--- src/rtl/asr_pkg.sv ---
package asr_pkg;
  typedef enum logic {
    SEL_SHORT = 1'b0,
    SEL_FULL  = 1'b1
  } word_len_e;

  localparam int unsigned SYNC_DEPTH = 2;
endpackage

--- src/rtl/asr_sync.sv ---
module asr_sync #(
  parameter int unsigned W = 4,
  parameter int unsigned N = 2
) (
  input  logic         clk,
  input  logic         rst_n,
  input  logic [W-1:0] d_i,
  output logic [W-1:0] q_o
);
  logic [N-1:0][W-1:0] st_q, st_d;

  always_comb begin
    st_d[0] = d_i;
    for (int i = 1; i < int'(N); i++) st_d[i] = st_q[i-1];
  end

  always_ff @(posedge clk or negedge rst_n) begin
    if (!rst_n) st_q <= '0;
    else        st_q <= st_d;
  end

  assign q_o = st_q[N-1];
endmodule

--- src/rtl/asr_chan_shift.sv ---
module asr_chan_shift #(
  parameter int unsigned SAMPLE_W = 24,
  parameter int unsigned SHORT_W  = 20
) (
  input  logic                clk,
  input  logic                rst_n,
  input  logic                shift_en,
  input  logic                bit_i,
  input  logic                latch_en,
  input  logic                full_sel,
  output logic [SAMPLE_W-1:0] word_o,
  output logic [SAMPLE_W-1:0] word_next_o
);
  localparam int unsigned PAD_W = SAMPLE_W - SHORT_W;

  logic [SAMPLE_W-1:0] sr_q, sr_d, word_q, word_d, short_word;

  generate
    if (PAD_W > 0) begin : g_pad
      assign short_word = {sr_q[SHORT_W-1:0], {PAD_W{1'b0}}};
    end else begin : g_nopad
      assign short_word = sr_q;
    end
  endgenerate

  always_comb begin
    sr_d   = sr_q;
    word_d = word_q;
    if (shift_en) sr_d = {sr_q[SAMPLE_W-2:0], bit_i};
    if (latch_en) word_d = full_sel ? sr_q : short_word;
  end

  always_ff @(posedge clk or negedge rst_n) begin
    if (!rst_n) begin
      sr_q   <= '0;
      word_q <= '0;
    end else begin
      sr_q   <= sr_d;
      word_q <= word_d;
    end
  end

  assign word_o      = word_q;
  assign word_next_o = word_d;
endmodule

--- src/rtl/asr_mute_ctl.sv ---
module asr_mute_ctl #(
  parameter int unsigned PAIR_W      = 48,
  parameter int unsigned QUIET_RUN   = 8192,
  parameter int unsigned LOSS_CYCLES = 65536
) (
  input  logic              clk,
  input  logic              rst_n,
  input  logic              latch_en,
  input  logic              wclk_edge,
  input  logic [PAIR_W-1:0] cand_i,
  input  logic [PAIR_W-1:0] prev_i,
  output logic              mute_o
);
  localparam int unsigned RUN_W  = $clog2(QUIET_RUN + 1);
  localparam int unsigned IDLE_W = $clog2(LOSS_CYCLES + 1);
  localparam logic [RUN_W-1:0]  RUN_MAX  = RUN_W'(QUIET_RUN);
  localparam logic [IDLE_W-1:0] IDLE_MAX = IDLE_W'(LOSS_CYCLES);

  logic [RUN_W-1:0]  run_q, run_d;
  logic [IDLE_W-1:0] idle_q, idle_d;
  logic              mute_q, mute_d, same;

  assign same = (cand_i == prev_i);

  always_comb begin
    run_d  = run_q;
    idle_d = idle_q;
    mute_d = mute_q;
    if (latch_en) begin
      if (same) begin
        if (run_q != RUN_MAX) run_d = run_q + 1'b1;
      end else begin
        run_d = '0;
      end
      if (!same) mute_d = 1'b0;
      else if (run_d == RUN_MAX) mute_d = 1'b1;
    end
    if (wclk_edge) idle_d = '0;
    else if (idle_q != IDLE_MAX) idle_d = idle_q + 1'b1;
    if (idle_d == IDLE_MAX) mute_d = 1'b1;
  end

  always_ff @(posedge clk or negedge rst_n) begin
    if (!rst_n) begin
      run_q  <= '0;
      idle_q <= '0;
      mute_q <= 1'b1;
    end else begin
      run_q  <= run_d;
      idle_q <= idle_d;
      mute_q <= mute_d;
    end
  end

  assign mute_o = mute_q;
endmodule

--- src/rtl/aud_ser_rx.sv ---
module aud_ser_rx
  import asr_pkg::*;
#(
  parameter int unsigned SAMPLE_W    = 24,
  parameter int unsigned SHORT_W     = 20,
  parameter int unsigned QUIET_RUN   = 8192,
  parameter int unsigned LOSS_CYCLES = 65536
) (
  input  logic                clk,
  input  logic                rst_n,
  input  logic                bclk_i,
  input  logic                wclk_i,
  input  logic                ldata_i,
  input  logic                rdata_i,
  input  logic                sel24_i,
  output logic [SAMPLE_W-1:0] left_o,
  output logic [SAMPLE_W-1:0] right_o,
  output logic                valid_o,
  output logic                mute_o
);
  localparam int unsigned NCH    = 2;
  localparam int unsigned PAIR_W = NCH * SAMPLE_W;

  logic [1:0] rsync_q;
  logic       core_rst_n;

  always_ff @(posedge clk or negedge rst_n) begin
    if (!rst_n) rsync_q <= '0;
    else        rsync_q <= {rsync_q[0], 1'b1};
  end
  assign core_rst_n = rsync_q[1];

  // Index 0 bit clock, 1 word clock, 2 left data, 3 right data.
  logic [3:0] sync_q;
  asr_sync #(.W(4), .N(SYNC_DEPTH)) u_sync (
    .clk   (clk),
    .rst_n (core_rst_n),
    .d_i   ({rdata_i, ldata_i, wclk_i, bclk_i}),
    .q_o   (sync_q)
  );

  logic [1:0] clk_prev_q, clk_prev_d;
  logic       bclk_rise, wclk_fall, wclk_edge, full_sel;
  logic       valid_q, valid_d;

  assign clk_prev_d = sync_q[1:0];
  assign bclk_rise  = sync_q[0] & ~clk_prev_q[0];
  assign wclk_fall  = ~sync_q[1] & clk_prev_q[1];
  assign wclk_edge  = sync_q[1] ^ clk_prev_q[1];
  assign valid_d    = wclk_fall;
  assign full_sel   = (word_len_e'(sel24_i) == SEL_FULL);

  always_ff @(posedge clk or negedge core_rst_n) begin
    if (!core_rst_n) begin
      clk_prev_q <= '0;
      valid_q    <= 1'b0;
    end else begin
      clk_prev_q <= clk_prev_d;
      valid_q    <= valid_d;
    end
  end

  logic [NCH-1:0][SAMPLE_W-1:0] word_q, word_n;

  generate
    for (genvar g = 0; g < int'(NCH); g++) begin : g_ch
      asr_chan_shift #(.SAMPLE_W(SAMPLE_W), .SHORT_W(SHORT_W)) u_ch (
        .clk         (clk),
        .rst_n       (core_rst_n),
        .shift_en    (bclk_rise),
        .bit_i       (sync_q[2+g]),
        .latch_en    (wclk_fall),
        .full_sel    (full_sel),
        .word_o      (word_q[g]),
        .word_next_o (word_n[g])
      );
    end
  endgenerate

  asr_mute_ctl #(
    .PAIR_W      (PAIR_W),
    .QUIET_RUN   (QUIET_RUN),
    .LOSS_CYCLES (LOSS_CYCLES)
  ) u_mute (
    .clk       (clk),
    .rst_n     (core_rst_n),
    .latch_en  (wclk_fall),
    .wclk_edge (wclk_edge),
    .cand_i    (word_n),
    .prev_i    (word_q),
    .mute_o    (mute_o)
  );

  assign left_o  = word_q[0];
  assign right_o = word_q[1];
  assign valid_o = valid_q;
endmodule

--- config.mk ---
export PLATFORM = sky130hd
export DESIGN_NAME = aud_ser_rx
export DESIGN_NICKNAME = d
export VERILOG_FILES = /design/src/rtl/asr_pkg.sv /design/src/rtl/asr_sync.sv /design/src/rtl/asr_chan_shift.sv /design/src/rtl/asr_mute_ctl.sv /design/src/rtl/aud_ser_rx.sv
export SDC_FILE = /design/constraint.sdc
export NUM_CORES = 1
export LEC_CHECK = 0
export CORE_ASPECT_RATIO = 1.4
export CORE_MARGIN = 3
export CORE_UTILIZATION = 60
export CTS_CLUSTER_DIAMETER = 200
export CTS_CLUSTER_SIZE = 30
export DETAILED_ROUTE_END_ITERATION = 16
export PLACE_DENSITY = 0.86
export REMOVE_ABC_BUFFERS = 1
export SLEW_MARGIN = 15
export SYNTH_ARGS = -nofsm -noshare
export SYNTH_HDL_FRONTEND = slang
export SYNTH_SLANG_ARGS = --single-unit
--- constraint.sdc ---
create_clock -name clk -period 6.31 [get_ports clk]
set_input_delay 1.262 -clock clk [delete_from_list [all_inputs] [get_ports clk]]
set_output_delay 1.262 -clock clk [all_outputs]
set_load 0.02 [all_outputs]
==> impl_results.html <==
<table>
<tr><th>Metric</th><th>Value</th></tr>
<tr><th colspan="2">Run status</th></tr>
<tr><td>Run status</td><td>finished clean</td></tr>
<tr><th colspan="2">GRT</th></tr>
<tr><td>GRT Util Overall</td><td>28.2%</td></tr>
<tr><td>Pin count of the biggest net entering global routing</td><td>95</td></tr>
<tr><td>Congestion Overflow GR</td><td>0</td></tr>
<tr><td>Initial antenna violation count</td><td>0</td></tr>
<tr><td>Wire length of the first global-routing pass</td><td>29400 µm</td></tr>
<tr><td>Vias in the first global route</td><td>5716</td></tr>
<tr><th colspan="2">Yosys</th></tr>
<tr><td>Area fraction of the dominant cell type after synthesis</td><td>49.8%</td></tr>
<tr><td>Post-synthesis sequential area ratio</td><td>50.1%</td></tr>
<tr><td>Yosys warnings</td><td>0</td></tr>
<tr><td>Cell taking the most area after synthesis</td><td>sky130_fd_sc_hd__dfrtp_1</td></tr>
<tr><td>Post-synthesis instance area</td><td>0.00704 mm²</td></tr>
<tr><td>Ys async rst share</td><td>100%</td></tr>
<tr><td>Synthesized instance count</td><td>684</td></tr>
<tr><td>Yosys cell types</td><td>58</td></tr>
<tr><td>Post-synth top flop</td><td>sky130_fd_sc_hd__dfrtp_1</td></tr>
<tr><td>Leading cell type by number of instances after synthesis</td><td>sky130_fd_sc_hd__dfrtp_1</td></tr>
<tr><td>Flip-flop and latch count after synthesis</td><td>141</td></tr>
<tr><td>Leading post-synthesis cells by instance count</td><td>140 x sky130_fd_sc_hd__dfrtp_1, 60 x sky130_fd_sc_hd__nor2_1, 47 x sky130_fd_sc_hd__a21oi_1, 43 x sky130_fd_sc_hd__mux2i_1, 41 x sky130_fd_sc_hd__mux2_2</td></tr>
<tr><td>Post-synthesis average cell area</td><td>10.3 µm²</td></tr>
<tr><td>Largest cells by area after synthesis</td><td>sky130_fd_sc_hd__dfrtp_1 50%, sky130_fd_sc_hd__mux2_2 6.6%, sky130_fd_sc_hd__mux2i_1 6.1%</td></tr>
<tr><td>Count of flip-flops with a built-in enable after synthesis</td><td>0</td></tr>
<tr><th colspan="2">Detailed routing</th></tr>
<tr><td>Drt total wl</td><td>17900 µm</td></tr>
<tr><td>Ratio of routed vias to standard cells</td><td>6.41</td></tr>
<tr><td>Count of antenna-violating nets left after detailed routing</td><td>0</td></tr>
<tr><td>Number of detailed-route iterations in the first pass</td><td>8</td></tr>
<tr><td>Drt wl/cell</td><td>20.2 µm</td></tr>
<tr><td>Drt first-iter violations</td><td>484</td></tr>
<tr><td>Vias post-DR</td><td>5676</td></tr>
<tr><td>Remaining design rule violation count</td><td>0</td></tr>
<tr><th colspan="2">Power</th></tr>
<tr><td>IR Drop Worst-Case VDD</td><td>0.249 mV</td></tr>
<tr><td>Reported leakage power</td><td>3.60 nW</td></tr>
<tr><td>Total power density per cell area</td><td>383 mW/mm²</td></tr>
<tr><th colspan="2">STA</th></tr>
<tr><td>Post-route worst setup slack</td><td>1.76 ns</td></tr>
<tr><td>Pin slew with the least headroom to its limit</td><td>1.02 ns</td></tr>
<tr><td>Number of setup violations in the final report</td><td>0</td></tr>
<tr><td>RSZ-0062 raised after global routing</td><td>no</td></tr>
<tr><td>Worst slew margin</td><td>32.2%</td></tr>
<tr><td>Highest attainable clock frequency</td><td>220 MHz</td></tr>
<tr><td>Aggregate negative setup slack</td><td>0 ns</td></tr>
<tr><td>Number of max-slew violations in the final report</td><td>0</td></tr>
<tr><td>Final Hold Vio Count</td><td>0</td></tr>
<tr><td>Largest clock skew in the final design</td><td>0.0140 ns</td></tr>
<tr><td>Min Tclk post-route</td><td>4.55 ns</td></tr>
<tr><td>Final clock period utilization by the worst path</td><td>72.1%</td></tr>
<tr><th colspan="2">Clocking</th></tr>
<tr><td>Cts bufs inserted</td><td>17</td></tr>
<tr><td>Clock Tree Buf Depth</td><td>2</td></tr>
<tr><td>Quantity of hold-fixing buffers added after cts</td><td>0</td></tr>
<tr><td>Post-CTS setup buffers</td><td>0</td></tr>
<tr><td>Clock tree from TritonCTS</td><td>yes</td></tr>
<tr><td>Maximum level of the CTS H-tree</td><td>4</td></tr>
<tr><td>Clock-pin slew reported for the worst setup and hold paths after clock tree synthesis</td><td>0.06 ns</td></tr>
<tr><td>Post-cts gate resize count</td><td>0</td></tr>
<tr><td>Worst-skew pair later-pin latency</td><td>0.43 ns</td></tr>
<tr><td>CTS Root Buffer Type</td><td>sky130_fd_sc_hd__clkbuf_16</td></tr>
<tr><td>TritonCTS Sinks</td><td>141</td></tr>
<tr><th colspan="2">Placement</th></tr>
<tr><td>Pre-CTS setup slack</td><td>1.61 ns</td></tr>
<tr><td>Port-buffer cells</td><td>56</td></tr>
<tr><td>Area after DPL</td><td>0.00768 mm²</td></tr>
<tr><td>Placer Congestion</td><td>0.888</td></tr>
<tr><td>Final HPWL DP</td><td>11700 µm</td></tr>
<tr><td>Placed cell count</td><td>854</td></tr>
<tr><th colspan="2">Job</th></tr>
<tr><td>Maximum Capacitance Violations</td><td>0</td></tr>
<tr><th colspan="2">Critical path</th></tr>
<tr><td>Sequence of cells on the critical path</td><td>buf_2 -&gt; buf_4 -&gt; mux2i_1 -&gt; xnor2_1 -&gt; nor4_1 -&gt; nand4_1 -&gt; nor4_2 -&gt; nand3_2 -&gt; o22ai_1</td></tr>
<tr><td>Gate family responsible for the most delay along the worst path</td><td>simple AND/OR/NAND/NOR gates</td></tr>
<tr><td>Setup Crit Path Kind</td><td>input pin to flip-flop</td></tr>
<tr><td>Critical Path Stages</td><td>9</td></tr>
<tr><td>Category of the worst setup path capture point</td><td>flip-flop</td></tr>
<tr><td>Number of buffers and inverters on the critical path</td><td>2</td></tr>
<tr><td>Worst EP arrival</td><td>4.88 ns</td></tr>
<tr><td>Library cell contributing the largest single delay on the critical path</td><td>sky130_fd_sc_hd__nor4_2</td></tr>
<tr><td>Cell depth of the worst flop-to-flop path</td><td>7</td></tr>
<tr><td>Startpoint kind of the worst setup timing path</td><td>input pin</td></tr>
<tr><td>Critical path fanouts, max</td><td>26</td></tr>
<tr><td>Largest stage delay, worst path</td><td>0.82 ns</td></tr>
<tr><td>CP required</td><td>6.64 ns</td></tr>
<tr><th colspan="2">Cells and area</th></tr>
<tr><td>Syn-to-layout area delta</td><td>18.6%</td></tr>
<tr><td>Fin area</td><td>0.00835 mm²</td></tr>
<tr><td>Non-filler cells, final</td><td>886</td></tr>
<tr><td>Nets@finish</td><td>741</td></tr>
<tr><td>Final standard cell utilization of the core</td><td>73.3%</td></tr>
<tr><td>Layout cells sized above 1</td><td>12.1%</td></tr>
<tr><td>Number of diodes added for antenna fixing</td><td>0</td></tr>
<tr><th colspan="2">Floorplan</th></tr>
<tr><td>Floorplan row count</td><td>46</td></tr>
<tr><td>Core Box Area</td><td>0.0114 mm²</td></tr>
<tr><td>Die outline area</td><td>0.0131 mm²</td></tr>
<tr><td>X dimension of the die</td><td>97.6 µm</td></tr>
<tr><td>Starting utilization of the core area</td><td>61.8%</td></tr>
<tr><td>Count of boundary I/O pins</td><td>57</td></tr>
<tr><td>Vertical die dimension</td><td>134 µm</td></tr>
<tr><th colspan="2">Hold path</th></tr>
<tr><td>Number of cells on the worst hold path</td><td>0</td></tr>
<tr><td>Kind of path behind the tightest hold check</td><td>flip-flop to flip-flop</td></tr>
</table>
[stage by stage]
step,hold WS (ns),total power [W]
4_1_cts,0.350,0.00320
2_1_floorplan,0.331,0.00171
6_report,0.349,0.00320
3_3_place_gp,0.333,0.00201
5_1_grt,0.355,0.00334
3_5_place_dp,0.336,0.00204
[worst paths after layout]
kind | start | to | slack, ns
min in group asynchronous | rsync_q[1] | u_sync.q_o[1] | 0.39
max in group asynchronous | rsync_q[1] | g_ch[1].u_ch.word_o[22] | 4.40
min | u_sync.st_d[7] | u_sync.q_o[3] | 0.35
min reg2reg | u_sync.st_d[7] | u_sync.q_o[3] | 0.35
max | sel24_i | u_mute.run_q[9] | 1.76
max reg2reg | g_ch[0].u_ch.sr_q[19] | u_mute.run_q[9] | 3.21
[state kept, by name, indices dropped and copies added (netlist names)]
signal / cells
u_mute.mute_o: 1
g_ch.u_ch.word_o: 48
u_sync.st_d: 4
clk_prev_q: 2
g_ch.u_ch.sr_q: 48
u_mute.idle_q: 17
u_sync.q_o: 4
rsync_q: 2
valid_o: 1
u_mute.run_q: 14
[cells by family (layout without fill, tap and decap cells)]
group                      count (synthesis)  count (layout)  synth area share, %
and+or+nand+nor                          194             194                 14.0
DFF                                      141             141                 50.1
other                                      1               1               0.0533
muxes                                     84              84                 12.7
xor gates and xnor gates                  47              47                 5.85
AOI/OAI and AO/OA                        140             140                 12.3
adders and majority gates                  5               5                0.888
buffers and inverters                     72             130                 4.12
[cell type report]
class                           instances  area, µm²
Sequential cell                       141       3530
Multi-Input combinational cell        471       3230
Fill cell                             729       3040
Timing Repair Buffer                   62        601
Clock buffer                           21        470
Clock inverter                         11        203
Tap cell                              144        180
Inverter                               36        135
[cells in the final DEF (no fill, tap or decap), types with 3 or more instances in the layout]
cell | netlist | routed
sky130_fd_sc_hd__inv_6 | 0 | 3
sky130_fd_sc_hd__mux2_2 | 41 | 41
sky130_fd_sc_hd__nor3_1 | 14 | 14
sky130_fd_sc_hd__o2111ai_1 | 4 | 4
sky130_fd_sc_hd__dfrtp_1 | 140 | 139
sky130_fd_sc_hd__or3_1 | 4 | 4
sky130_fd_sc_hd__or4_1 | 4 | 4
sky130_fd_sc_hd__clkinv_4 | 0 | 3
sky130_fd_sc_hd__o2bb2ai_1 | 4 | 4
sky130_fd_sc_hd__nand3_1 | 21 | 21
sky130_fd_sc_hd__clkbuf_16 | 0 | 17
sky130_fd_sc_hd__nor4_1 | 5 | 5
sky130_fd_sc_hd__nor2_1 | 60 | 60
sky130_fd_sc_hd__inv_1 | 35 | 35
sky130_fd_sc_hd__nand2b_1 | 4 | 4
sky130_fd_sc_hd__o21ai_0 | 27 | 27
sky130_fd_sc_hd__xor2_1 | 15 | 15
sky130_fd_sc_hd__buf_4 | 1 | 6
sky130_fd_sc_hd__nand2_1 | 34 | 34
sky130_fd_sc_hd__o221ai_1 | 3 | 3
sky130_fd_sc_hd__clkbuf_8 | 0 | 3
sky130_fd_sc_hd__nor2b_1 | 5 | 4
sky130_fd_sc_hd__a31oi_1 | 14 | 14
sky130_fd_sc_hd__and3_1 | 9 | 9
sky130_fd_sc_hd__and2_1 | 10 | 10
sky130_fd_sc_hd__nand4_1 | 12 | 12
sky130_fd_sc_hd__a22o_1 | 3 | 3
sky130_fd_sc_hd__a221oi_1 | 3 | 3
sky130_fd_sc_hd__mux2i_1 | 43 | 43
sky130_fd_sc_hd__clkdlybuf4s50_1 | 0 | 55
sky130_fd_sc_hd__o22ai_1 | 18 | 18
sky130_fd_sc_hd__a22oi_1 | 3 | 3
sky130_fd_sc_hd__bufinv_16 | 0 | 5
sky130_fd_sc_hd__ha_1 | 5 | 4
sky130_fd_sc_hd__a21oi_1 | 47 | 47
sky130_fd_sc_hd__xnor2_1 | 32 | 32
[report_power, final]
group          internal, W  switching (W)
clock network     0.000740       0.000398
registers          0.00106       0.000231
logic             0.000363       0.000406
[layer usage]
| layer | GRT usage (%) | part of all wire (%) |
|---|---|---|
| met2 | 46.7 | 51 |
| met5 | 0 | 0 |
| met1 | 35.7 | 40 |
| met3 | 6.19 | 6.3 |
| met4 | 12.3 | 2.9 |
Note: power is estimated with default switching activity, not from simulation.
